--- config.mk ---
export PLATFORM = sky130hd
export DESIGN_NAME = pio_bank
export DESIGN_NICKNAME = d
export VERILOG_FILES = /design/src/rtl/pio_pkg.sv /design/src/rtl/pio_sync.sv /design/src/rtl/pio_pin.sv /design/src/rtl/pio_host_if.sv /design/src/rtl/pio_bank.sv
export SDC_FILE = /design/constraint.sdc
export NUM_CORES = 1
export LEC_CHECK = 0
export ABC_CLOCK_PERIOD_IN_PS = 2400
export BUFFER_PORTS_ARGS = -buffer_cell sky130_fd_sc_hd__buf_2
export CORE_MARGIN = 2
export CORE_UTILIZATION = 42
export CTS_CLUSTER_DIAMETER = 50
export CTS_CLUSTER_SIZE = 28
export DETAILED_ROUTE_END_ITERATION = 10
export PLACE_DENSITY = 0.69
export SETUP_SLACK_MARGIN = 0.02
export SLEW_MARGIN = 20
export SYNTH_ARGS = -nofsm -noshare
export SYNTH_HDL_FRONTEND = slang
export SYNTH_SLANG_ARGS = --single-unit
--- constraint.sdc ---
create_clock -name clk -period 2.4 [get_ports clk]
set_input_delay 0.12 -clock clk [delete_from_list [all_inputs] [get_ports clk]]
set_output_delay 0.12 -clock clk [all_outputs]
set_load 0.005 [all_outputs]
--- src/rtl/pio_pkg.sv ---
package pio_pkg;

    localparam int CFG_DIR_BIT = 0;
    localparam int CFG_POL_BIT = 1;
    localparam int CFG_G1_BIT  = 2;
    localparam int CFG_G2_BIT  = 5;
    localparam int CFG_BYTE_W  = 8;

    typedef struct packed {
        logic grp2_en;
        logic grp1_en;
        logic invert;
        logic is_input;
    } pin_cfg_t;

    localparam pin_cfg_t CFG_RESET = '{grp2_en: 1'b0, grp1_en: 1'b0,
                                       invert: 1'b0, is_input: 1'b1};

    typedef enum logic [1:0] {
        SEL_NONE = 2'd0,
        SEL_DATA = 2'd1,
        SEL_CFG  = 2'd2
    } reg_sel_e;

    function automatic pin_cfg_t cfg_unpack(input logic [CFG_BYTE_W-1:0] b);
        pin_cfg_t c;
        c.is_input = b[CFG_DIR_BIT];
        c.invert   = b[CFG_POL_BIT];
        c.grp1_en  = b[CFG_G1_BIT];
        c.grp2_en  = b[CFG_G2_BIT];
        return c;
    endfunction

    function automatic logic [CFG_BYTE_W-1:0] cfg_pack(input pin_cfg_t c);
        logic [CFG_BYTE_W-1:0] b;
        b = '0;
        b[CFG_DIR_BIT] = c.is_input;
        b[CFG_POL_BIT] = c.invert;
        b[CFG_G1_BIT]  = c.grp1_en;
        b[CFG_G2_BIT]  = c.grp2_en;
        return b;
    endfunction

endpackage

--- src/rtl/pio_sync.sv ---
module pio_sync #(
    parameter int W = 8
) (
    input  logic         clk,
    input  logic         rst,
    input  logic [W-1:0] d_async,
    output logic [W-1:0] q_sync
);
    logic [W-1:0] stage1;
    logic [W-1:0] stage2;

    always_ff @(posedge clk) begin
        if (rst) begin
            stage1 <= '0;
            stage2 <= '0;
        end else begin
            stage1 <= d_async;
            stage2 <= stage1;
        end
    end

    assign q_sync = stage2;
endmodule

--- src/rtl/pio_pin.sv ---
module pio_pin
    import pio_pkg::*;
(
    input  logic                  clk,
    input  logic                  rst,
    input  logic                  cfg_we,
    input  logic [CFG_BYTE_W-1:0] cfg_wbyte,
    input  logic                  data_we,
    input  logic                  data_wbit,
    input  logic                  pin_lvl,
    output pin_cfg_t              cfg_q,
    output logic                  data_q,
    output logic                  rd_bit,
    output logic                  pin_out,
    output logic                  pin_oe,
    output logic                  g1_req,
    output logic                  g2_req
);
    logic lvl_adj;

    always_ff @(posedge clk) begin
        if (rst) begin
            cfg_q <= CFG_RESET;
        end else if (cfg_we) begin
            cfg_q <= cfg_unpack(cfg_wbyte);
        end
    end

    always_ff @(posedge clk) begin
        if (rst) begin
            data_q <= 1'b0;
        end else if (data_we && !cfg_q.is_input) begin
            data_q <= data_wbit;
        end
    end

    assign lvl_adj = pin_lvl ^ cfg_q.invert;
    assign rd_bit  = cfg_q.is_input ? lvl_adj : data_q;
    assign pin_out = data_q ^ cfg_q.invert;
    assign pin_oe  = ~cfg_q.is_input;
    assign g1_req  = cfg_q.is_input & cfg_q.grp1_en & lvl_adj;
    assign g2_req  = cfg_q.is_input & cfg_q.grp2_en & lvl_adj;
endmodule

--- src/rtl/pio_host_if.sv ---
module pio_host_if
    import pio_pkg::*;
#(
    parameter int NUM_PINS = 8,
    parameter int DATA_W   = 8,
    parameter int ADDR_W   = 4
) (
    input  logic                                clk,
    input  logic                                rst,
    input  logic [ADDR_W-1:0]                   addr,
    input  logic                                wr,
    input  logic                                rd,
    input  logic [NUM_PINS-1:0]                 rd_bits,
    input  logic [NUM_PINS-1:0][CFG_BYTE_W-1:0] cfg_bytes,
    output logic [NUM_PINS-1:0]                 cfg_we,
    output logic                                data_we,
    output logic [DATA_W-1:0]                   rdata
);
    reg_sel_e          sel;
    logic [DATA_W-1:0] rd_nxt;

    always_comb begin
        if (addr == '0) begin
            sel = SEL_DATA;
        end else if (int'(addr) <= NUM_PINS) begin
            sel = SEL_CFG;
        end else begin
            sel = SEL_NONE;
        end
    end

    assign data_we = wr && (sel == SEL_DATA);

    for (genvar i = 0; i < NUM_PINS; i++) begin : g_we
        assign cfg_we[i] = wr && (sel == SEL_CFG) && (int'(addr) == i + 1);
    end

    always_comb begin
        rd_nxt = '0;
        case (sel)
            SEL_DATA: rd_nxt[NUM_PINS-1:0] = rd_bits;
            SEL_CFG: begin
                for (int i = 0; i < NUM_PINS; i++) begin
                    if (int'(addr) == i + 1) begin
                        rd_nxt[CFG_BYTE_W-1:0] = cfg_bytes[i];
                    end
                end
            end
            default: rd_nxt = '0;
        endcase
    end

    always_ff @(posedge clk) begin
        if (rst) begin
            rdata <= '0;
        end else if (rd) begin
            rdata <= rd_nxt;
        end
    end
endmodule

--- src/rtl/pio_bank.sv ---
module pio_bank
    import pio_pkg::*;
#(
    parameter int NUM_PINS = 8,
    parameter int DATA_W   = 8,
    parameter int ADDR_W   = $clog2(NUM_PINS + 1)
) (
    input  logic                clk,
    input  logic                rst,
    input  logic [ADDR_W-1:0]   hst_addr,
    input  logic [DATA_W-1:0]   hst_wdata,
    input  logic                hst_wr,
    input  logic                hst_rd,
    output logic [DATA_W-1:0]   hst_rdata,
    input  logic [NUM_PINS-1:0] pin_in,
    output logic [NUM_PINS-1:0] pin_out,
    output logic [NUM_PINS-1:0] pin_oe,
    output logic                grp_irq1,
    output logic                grp_irq2
);
    logic [NUM_PINS-1:0]                 pin_sync;
    logic [NUM_PINS-1:0]                 cfg_we;
    logic                                data_we;
    logic [NUM_PINS-1:0]                 rd_bits;
    logic [NUM_PINS-1:0][CFG_BYTE_W-1:0] cfg_bytes;
    logic [NUM_PINS-1:0]                 g1_vec;
    logic [NUM_PINS-1:0]                 g2_vec;
    logic [NUM_PINS-1:0]                 in_vec;
    logic [NUM_PINS-1:0]                 pol_vec;
    logic [NUM_PINS-1:0]                 g1en_vec;
    logic [NUM_PINS-1:0]                 data_vec;

    pio_sync #(.W(NUM_PINS)) u_sync (
        .clk     (clk),
        .rst     (rst),
        .d_async (pin_in),
        .q_sync  (pin_sync)
    );

    pio_host_if #(
        .NUM_PINS (NUM_PINS),
        .DATA_W   (DATA_W),
        .ADDR_W   (ADDR_W)
    ) u_host (
        .clk       (clk),
        .rst       (rst),
        .addr      (hst_addr),
        .wr        (hst_wr),
        .rd        (hst_rd),
        .rd_bits   (rd_bits),
        .cfg_bytes (cfg_bytes),
        .cfg_we    (cfg_we),
        .data_we   (data_we),
        .rdata     (hst_rdata)
    );

    for (genvar i = 0; i < NUM_PINS; i++) begin : g_pin
        pin_cfg_t cfg_q;

        pio_pin u_pin (
            .clk       (clk),
            .rst       (rst),
            .cfg_we    (cfg_we[i]),
            .cfg_wbyte (hst_wdata[CFG_BYTE_W-1:0]),
            .data_we   (data_we),
            .data_wbit (hst_wdata[i]),
            .pin_lvl   (pin_sync[i]),
            .cfg_q     (cfg_q),
            .data_q    (data_vec[i]),
            .rd_bit    (rd_bits[i]),
            .pin_out   (pin_out[i]),
            .pin_oe    (pin_oe[i]),
            .g1_req    (g1_vec[i]),
            .g2_req    (g2_vec[i])
        );

        assign cfg_bytes[i] = cfg_pack(cfg_q);
        assign in_vec[i]    = cfg_q.is_input;
        assign pol_vec[i]   = cfg_q.invert;
        assign g1en_vec[i]  = cfg_q.grp1_en;
    end

    assign grp_irq1 = |g1_vec;
    assign grp_irq2 = |g2_vec;
endmodule

# Word level (Yosys, flattened, before mapping)

Index checks and enable logic that the tools add are counted.

Register bits after elaboration: 64
Logic and storage cells: 158

Order comparisons: 1
Eq/ne operators: 10
Multiplexer cells: 19
Bitwise logic cells: 56
Reductions and logical operators: 29

Operators by type and width:

| kind                                                  | count |
|---|---|
| two-way mux 6 bit                                     | 8 |
| AND 1 bit                                             | 32 |
| equality test 4 bit, second input constant            | 5 |
| logical AND 1 bit                                     | 18 |
| case mux 8 bit (2 select lines)                       | 1 |
| OR reduction 8 bit                                    | 2 |
| bitwise XOR 1 bit                                     | 16 |
| equality test 4 x 3 -> 1 bit, second input constant   | 2 |
| zero test 1 bit                                       | 8 |
| two-way mux 1 bit                                     | 8 |
| NOT 1 bit                                             | 8 |
| equality test 4 x 2 -> 1 bit, second input constant   | 1 |
| less-or-equal comparator 4 bit, second input constant | 1 |
| zero test 4 bit                                       | 1 |
| two-way mux 2 bit                                     | 2 |
| equality test 2 x 1 -> 1 bit, second input constant   | 1 |
| equality test 2 bit, second input constant            | 1 |

# Logic depth before layout (Yosys ltp)

Gate-level depths: netlist of run 1.

Word-level depth: 10
Mapped depth: 7

# Modules after synthesis

From an unflattened synthesis of run 1, not the netlist that was laid out.

Cell total of the unflattened synthesis: 389
Area, all modules: 3633.5 um^2

Modules (own cells, without submodules):

| module      | instances | cells each | area an instance (um^2) |
|---|---|---|---|
| pio_pin     | 8         | 24         | 226.5 |
| pio_host_if | 1         | 157        | 1321.3 |
| pio_sync    | 1         | 33         | 464.2 |
| pio_bank    | 1         | 7          | 36.3 |

# Least setup slack after synthesis of run 1

OpenSTA, ideal clock, no wires.

Kind: input port to flip-flop
From: input port hst_addr[1]
To: register, netlist name g_pin[0].u_pin.cfg_q[1]
Setup time: 0.128 ns
Arrival: 1.052 ns
Slack: 1.220 ns
Stages: 5
Buffers on the path: 2
Cell sequence: buf_6 > buf_4 > nor4_4 > mux2i_1 > nor2_1

Cells in the longest elaborated chain, start to end: 6

RTL lines:

| what                           | RTL line          | RTL |
|---|---|---|
| from (decl)                    | pio_bank.sv:10    | `input logic [ADDR_W-1:0] hst_addr,` |
| less-or-equal comparator 4 bit | pio_host_if.sv:25 | `end else if (int'(addr) <= NUM_PINS) begin` |
| two-way mux 2 bit              | pio_host_if.sv:25 |  |
| two-way mux 2 bit              | pio_host_if.sv:23 | `if (addr == '0) begin` |
| equality test 2 bit            | pio_host_if.sv:35 | `assign cfg_we[i] = wr && (sel == SEL_CFG) && (int'(addr) == i + 1);` |
| logical AND 1 bit              | pio_host_if.sv:35 |  |
| logical AND 1 bit *            | pio_host_if.sv:35 |  |

Every way passes the cells marked *; elsewhere a longest branch is shown, timed or not.
A chain may end at the register's enable or synchronous reset.

# Final worst setup path of run 1

From: register, netlist name g_pin[2].u_pin.cfg_q[1]
To: output port grp_irq1

Cells in the longest elaborated chain, start to end: 3

RTL lines:

| what               | RTL line       | RTL |
|---|---|---|
| bitwise XOR 1 bit  | pio_pin.sv:37  | `assign lvl_adj = pin_lvl ^ cfg_q.invert;` |
| AND 1 bit          | pio_pin.sv:41  | `assign g1_req = cfg_q.is_input & cfg_q.grp1_en & lvl_adj;` |
| OR reduction 8 bit | pio_bank.sv:83 | `assign grp_irq1 = \|g1_vec;` |
| to (decl)          | pio_bank.sv:18 | `output logic grp_irq1,` |

Every way passes these cells.

==> results.sh, run 1 <==
export IMPL_status="completed"
export IMPL_hold_viol_final=0
export IMPL_cts_root_buf="clkbuf_8"
export IMPL_rrSetupSlack_ns=0.98
export IMPL_ctsResizeCount=0
export IMPL_worstSetupPathType="flip-flop to output port"
export IMPL_post_cts_buffers=0
export IMPL_peakVddDrop_mv=0.327
export IMPL_internal_power_mw=1.80
export IMPL_critical_path_max_stage_delay_ns=0.35
export IMPL_fin_ws_ns=0.592
export IMPL_vias=2652
export IMPL_fp_dieW_um=90.4
export IMPL_hpwlAfterDp_um=5840
export IMPL_relSlewSlack=0.664
export IMPL_fmax_mhz=553
export IMPL_end_kind="output port"
export IMPL_arrival_ns=1.69
export IMPL_cp_cell_sequence="xor2_1, and2_1, a22oi_1, nand4_1, buf_2"
export IMPL_port_buffers=49
export IMPL_worstPathRequired_ns=2.28
export IMPL_grt_pass1_vias=2503
export IMPL_worstPathBufferInverterCount=1
export IMPL_viasPerCell=5.36
export IMPL_final_common_cell="dfxtp_1"
export IMPL_dieArea_sq_mm=0.00816
export IMPL_syn_nets=382
export IMPL_hp_start="hst_wdata[6]"
export IMPL_syn_to_final_growth_pct=14.6
export IMPL_synth_seq_cells=64
export IMPL_grt_overflow=0
export IMPL_cp_start_kind="flip-flop"
export IMPL_slowest_stage="dfxtp_1"
export IMPL_cts_tree="done"
export IMPL_min_path_type="input port to flip-flop"
export IMPL_p_leak_nw=1.61
export IMPL_antenna_cells=0
export IMPL_cts_sinks=64
export IMPL_place_inst=472
export IMPL_antenna_left=0
export IMPL_setup_violations=0
export IMPL_drc=0
export IMPL_dp_slack_ns=0.652
export IMPL_clk_pin_slew_ns=0.07
export IMPL_mostFrequentLayoutCells="dfxtp_1 (64), buf_2 (49), nor2_1 (44), mux2i_1 (29), nand2_1 (25)"
export IMPL_switching_share=0.236
export IMPL_wl_per_cell_um=16.5
export IMPL_rr_endpoint="u_host.rdata[0]"
export IMPL_critPathTopFamily="simple AND/OR/NAND/NOR gates"
export IMPL_r2r_start="g_pin[5].u_pin.cfg_q[0]"
export IMPL_initial_core_util=0.432
export IMPL_yosysWarnings=0
export IMPL_fin_cells=495
export IMPL_gr_usage_all_layers=0.207
export IMPL_pwr_share_clk=0.445
export IMPL_power_switching_mw=0.555
export IMPL_reg2regPathDepth=4
export IMPL_setup_tns_final_ns=0
export IMPL_rsz0062_at_grt="false"
export IMPL_p_total_mw=2.35
export IMPL_core_area_sq_mm=0.00725
export IMPL_period_share=0.753
export IMPL_drtIter0Drc=231
export IMPL_numCtsBuffers=9
export IMPL_rows=31
export IMPL_period_needed_ns=1.81
export IMPL_p_seq_frac=0.467
export IMPL_holdPathEnd="g_pin[6].u_pin.data_q"
export IMPL_nFillCells=737
export IMPL_maxSlewViolCount=0
export IMPL_hold_depth=3
export IMPL_cts_htree_levels=3
export IMPL_multi_input_comb_area_sq_mm=0.00156
export IMPL_avgSynthCellArea_sq_um=8.75
export IMPL_die_height_um=90.4
export IMPL_syn_area_sq_mm=0.00313
export IMPL_post_route_util=0.495
export IMPL_worstSkewPairLatency_ns=0.35
export IMPL_seq_area_sq_mm=0.00128
export IMPL_grt_pass1_wl_um=13100
export IMPL_ys_types=40
export IMPL_first_pass_iters=4
export IMPL_ys_seq_area_frac=0.409
export IMPL_max_clock_path_buffers=2
export IMPL_combPwrFrac=0.088
export IMPL_path_max_fanout=4
export IMPL_grt_max_degree=28
export IMPL_drive_gt1_frac=0.202
export IMPL_worst_pin_slew_ns=0.503
export IMPL_place_congestion=0.894
export IMPL_power_density_mw_per_mm2=655
export IMPL_syn_inst=358
export IMPL_io_pins=50
export IMPL_grt_antenna_before_repair=0
export IMPL_wirelength_um=8160
export IMPL_max_cap_violations=0
export IMPL_fin_skew_ns=0.00978
export IMPL_final_nets=416
==> cells in the mapped netlist <==
master | count | area, sq um
nor3_4 | 2 | 32.5
and3_1 | 1 | 6.26
o22ai_1 | 4 | 25.0
nand4_1 | 7 | 43.8
a2bb2oi_1 | 4 | 35.0
a2111oi_2 | 3 | 45.0
nand3_1 | 9 | 45.0
xnor2_1 | 5 | 43.8
nor3_1 | 5 | 25.0
inv_2 | 2 | 7.51
and2_1 | 3 | 18.8
nor2_2 | 1 | 6.26
buf_4 | 20 | 150
clkbuf_1 | 10 | 37.5
a21oi_1 | 21 | 105
mux2i_1 | 29 | 290
nor2_1 | 44 | 165
o211ai_1 | 3 | 22.5
a211oi_1 | 5 | 37.5
buf_6 | 2 | 22.5
inv_1 | 13 | 48.8
nor2b_1 | 21 | 131
o21ai_0 | 12 | 60.1
dfxtp_1 | 64 | 1280
nand2b_4 | 1 | 13.8
nand2_1 | 25 | 93.8
a221oi_1 | 2 | 17.5
o21ai_1 | 2 | 10.0
nand3_2 | 1 | 10.0
nor4_2 | 1 | 12.5
buf_2 | 5 | 25.0
and3_4 | 1 | 11.3
nand3b_1 | 2 | 15.0
and2b_1 | 1 | 7.51
nand2_4 | 1 | 11.3
a31oi_1 | 5 | 31.3
nor4_4 | 1 | 21.3
a22oi_1 | 8 | 60.1
xor2_1 | 11 | 96.3
a311oi_1 | 1 | 8.76
==> metrics by stage <==
| stage | instance area (sq um) | hold slack (ns) |
|---|---|---|
| 2_1_floorplan | 3130 | 0.248 |
| 4_1_cts | 3590 | 0.0121 |
| 3_5_place_dp | 3290 | 0.333 |
| 5_1_grt | 3590 | 0.0411 |
| 3_3_place_gp | 3290 | 0.330 |
| 6_report | 3590 | 0.0235 |
==> sequential cells by signal (all words and copies together) (netlist names) <==
name / cells
u_sync.q_sync: 8
u_sync.stage1: 8
u_host.rdata: 8
g_pin.u_pin.cfg_q: 32
g_pin.u_pin.data_q: 8
==> what timing repair did <==
item / in CTS / in global routing
setup endpoints to repair: 0 / 0
hold buffers: 8 / 0
endpoints found under the hold margin: 8 / 0
==> worst max-delay path by stage <==
stage / start / endpoint / slack [ns] / depth (start not counted)
floorplan: hst_addr[1] / g_pin[0].u_pin.cfg_q[1] / 1.22 / 5
global placement: hst_addr[1] / g_pin[2].u_pin.cfg_q[1] / 0.72 / 6
detailed placement: hst_addr[1] / g_pin[2].u_pin.cfg_q[1] / 0.65 / 6
CTS: g_pin[2].u_pin.cfg_q[1] / grp_irq1 / 0.57 / 5
global route: g_pin[2].u_pin.cfg_q[1] / grp_irq1 / 0.53 / 5
finish: g_pin[2].u_pin.cfg_q[1] / grp_irq1 / 0.59 / 5
==> power by group through the flow <==
stage	clock network, mW	logic, mW	registers, mW
3_5_place_dp	0	0.194	1.12
4_1_cts	1.05	0.205	1.10
5_1_grt	1.10	0.225	1.10
2_1_floorplan	0	0.143	1.12
3_3_place_gp	0	0.193	1.12
6_report	1.05	0.206	1.10
==> worst register-to-register path: cells and delay by family, from the launching register on <==
family,cells,cell delay [ns]
flip-flops,1,0.35
AO/OA/AOI/OAI,3,0.87
buffers and inverters,1,0.11
==> metal layers <==
metal,GRT usage,up-vias,share of wire
li1,-,1281,-
met1,0.262,1240,0.45
met2,0.336,112,0.46
met3,0.0484,19,0.067
met4,0.0897,0,0.026
met5,0,-,0
==> layout make-up <==
type,instances,area share
repair buffers,60,0.0969
multi-input cells,242,0.434
well taps,99,0.0345
inverters,15,0.0157
clock buffers,12,0.0432
flip-flops and latches,64,0.357
clock inverters,3,0.0181
==> cells by family after synthesis <==
family | share of synthesized area
compound gates | 0.146
xor+xnor | 0.0447
buf+inv | 0.0931
flops | 0.409
mux | 0.0927
simple gates | 0.214
(Power assumes the default switching activity.)
==> run 2: changes to the inputs <==
ABC_AREA = 1   (was default)
ABC_CLOCK_PERIOD_IN_PS = 1600   (was 2400)
PLACE_DENSITY = 0.71   (was 0.69)
clock period = 1.6 ns   (was 2.4 ns; I/O delays follow)
==> results.sh, run 2 <==
export IMPL_drc=0
export IMPL_core_area_sq_mm=0.00733
export IMPL_fin_skew_ns=0.00680
export IMPL_synth_seq_cells=64
export IMPL_grt_overflow=0
export IMPL_initial_core_util=0.439
export IMPL_maxSlewViolCount=0
export IMPL_syn_to_final_growth_pct=21.4
export IMPL_drtIter0Drc=286
export IMPL_io_pins=50
export IMPL_max_clock_path_buffers=2
export IMPL_multi_input_comb_area_sq_mm=0.00157
export IMPL_yosysWarnings=0
export IMPL_hold_ws_ns=0.0274
export IMPL_grt_antenna_before_repair=0
export IMPL_yosysMostFrequentCell="nand2_1"
export IMPL_path_max_fanout=4
export IMPL_largest_register="g_pin.u_pin.cfg_q"
export IMPL_fin_area_sq_mm=0.00391
export IMPL_synthMuxAreaShare=0
export IMPL_seq_area_sq_mm=0.00129
export IMPL_ys_types=33
export IMPL_dieArea_sq_mm=0.00838
export IMPL_nFillCells=731
export IMPL_syn_inst=438
export IMPL_antenna_left=0
export IMPL_worst_pin_slew_ns=0.747
export IMPL_cts_sinks=64
export IMPL_place_congestion=0.950
export IMPL_hpwlAfterDp_um=6160
export IMPL_power_density_mw_per_mm2=907
export IMPL_grt_pass1_vias=2802
export IMPL_min_path_type="input port to flip-flop"
export IMPL_met1_usage=0.300
export IMPL_setup_violations=0
export IMPL_largest_reg_flops=32
export IMPL_period_share=0.998
export IMPL_place_inst=565
export IMPL_viasPerCell=4.96
export IMPL_relSlewSlack=0.502
export IMPL_synthArstFlopShare=0
export IMPL_synth_compound_area_frac=0.179
export IMPL_synth_fa_ha_area_frac=0
export IMPL_synth_edf_count=0
export IMPL_post_route_util=0.534
export IMPL_fp_dieW_um=91.6
export IMPL_worstSkewPairLatency_ns=0.35
export IMPL_synth_top_flop_cell="dfxtp_1"
export IMPL_drive_gt1_frac=0.276
export IMPL_syn_nets=462
export IMPL_cts_root_buf="clkbuf_8"
export IMPL_port_buffers=49
export IMPL_dp_slack_ns=0.130
export IMPL_p_leak_nw=1.80
export IMPL_grt_pass1_wl_um=14000
export IMPL_rsz0062_at_grt="true"
export IMPL_syn_area_sq_mm=0.00322
export IMPL_period_needed_ns=1.60
export IMPL_hold_viol_final=0
export IMPL_grt_busiest_layer="met2"
export IMPL_synth_top_family_by_area="simple AND/OR/NAND/NOR gates"
export IMPL_ys_seq_area_frac=0.398
export IMPL_fin_cells=596
export IMPL_cts_tree="done"
export IMPL_end_kind="output port"
export IMPL_clk_pin_slew_ns=0.07
export IMPL_synth_top_area_share=0.398
export IMPL_antenna_cells=0
export IMPL_wirelength_um=8610
export IMPL_peakVddDrop_mv=0.451
export IMPL_cts_htree_levels=3
export IMPL_synthSimpleGateAreaFrac=0.248
export IMPL_max_cap_violations=0
export IMPL_fmax_mhz=627
export IMPL_wl_per_cell_um=14.4
export IMPL_numCtsBuffers=9
export IMPL_cp_start_kind="flip-flop"
export IMPL_use_met2=0.316
export IMPL_worstSetupPathType="flip-flop to output port"
export IMPL_final_nets=516
export IMPL_gr_usage_all_layers=0.216
export IMPL_synth_xor_area_frac=0.0354
export IMPL_rows=31
export IMPL_place_area_sq_mm=0.00346
export IMPL_mostFrequentLayoutCells="nand2_1 (82), dfxtp_1 (56), inv_1 (51), buf_2 (49), a21oi_1 (45)"
export IMPL_fin_ws_ns=0.00383
export IMPL_die_height_um=91.6
export IMPL_vias=2959
export IMPL_final_common_cell="nand2_1"
export IMPL_synth_common_cells="nand2_1 (83), dfxtp_1 (64), inv_1 (52)"
export IMPL_grt_met3_usage=0.0398
export IMPL_synth_top_area_cell="dfxtp_1"
export IMPL_synth_top_cells_by_area="dfxtp_1 (40%), nand2_1 (9.7%), a21oi_1 (7.3%)"
export IMPL_arrival_ns=1.52
export IMPL_status="completed"
export IMPL_grt_max_degree=41
export IMPL_avgSynthCellArea_sq_um=7.35
export IMPL_worstPathRequired_ns=1.52
export IMPL_first_pass_iters=6
-- run 2: report_power, final --
part	switching, mW	total, mW	internal [mW]
clock	0.628	1.55	0.920
combinational	0.226	0.354	0.128
sequential	0.0206	1.65	1.63
total	0.875	3.55	2.67
-- run 2: routing by layer --
metal | vias up | routed length [um] | part of all wire
li1 | 1503 | - | -
met1 | 1317 | 4140 | 0.48
met2 | 118 | 3570 | 0.41
met3 | 21 | 638 | 0.074
met4 | 0 | 265 | 0.031
met5 | - | 0 | 0
-- run 2: timing repair --
item                                    CTS  global route
buffers inserted                          4             0
hold buffers                             12             0
pin swaps                                 4             3
resized for setup                        22             8
hold endpoints to repair                 12             0
endpoints found under the setup margin    2             2
-- run 2: layout make-up --
class,count,area share
repair buffers,70,0.111
flip-flops and latches,64,0.331
clock buffers,13,0.0381
clock inverters,3,0.0166
inverters,68,0.0697
well taps,99,0.0317
multi-input cells,279,0.402
-- run 2: critical path: stages, from the launching register on --
cell and delay, ns:
dfxtp_2 0.40, xor2_2 0.16, nand2_1 0.12, o22ai_2 0.21, nor2_1 0.07, nand2_1 0.09, buf_2 0.12
-- run 2: path summary, 6_finish.rpt --
path	end	cells after the start	slack, ns	startpoint
worst max register to register	u_host.rdata[7]	8	0.28	g_pin[7].u_pin.cfg_q[1]
worst min register to register	u_sync.q_sync[4]	2	0.40	u_sync.stage1[4]
worst min-delay path	u_host.rdata[5]	3	0.03	hst_rd
worst max-delay path	grp_irq1	6	0.004	g_pin[3].u_pin.cfg_q[1]
-- run 2: through the flow --
| stage | power [mW] | TNS, ns |
|---|---|---|
| after floorplan | 1.89 | 0 |
| after global placement | 1.99 | 0 |
| after detailed placement | 1.99 | 0 |
| after CTS | 3.55 | 0 |
| after global routing | 3.67 | -0.124 |
| final | 3.55 | 0 |
-- run 2: kinds of logic after synthesis --
kind of cell | count (synthesis)
simple gates | 161
compound gates | 105
buf+inv | 95
flops | 64
xor+xnor | 13
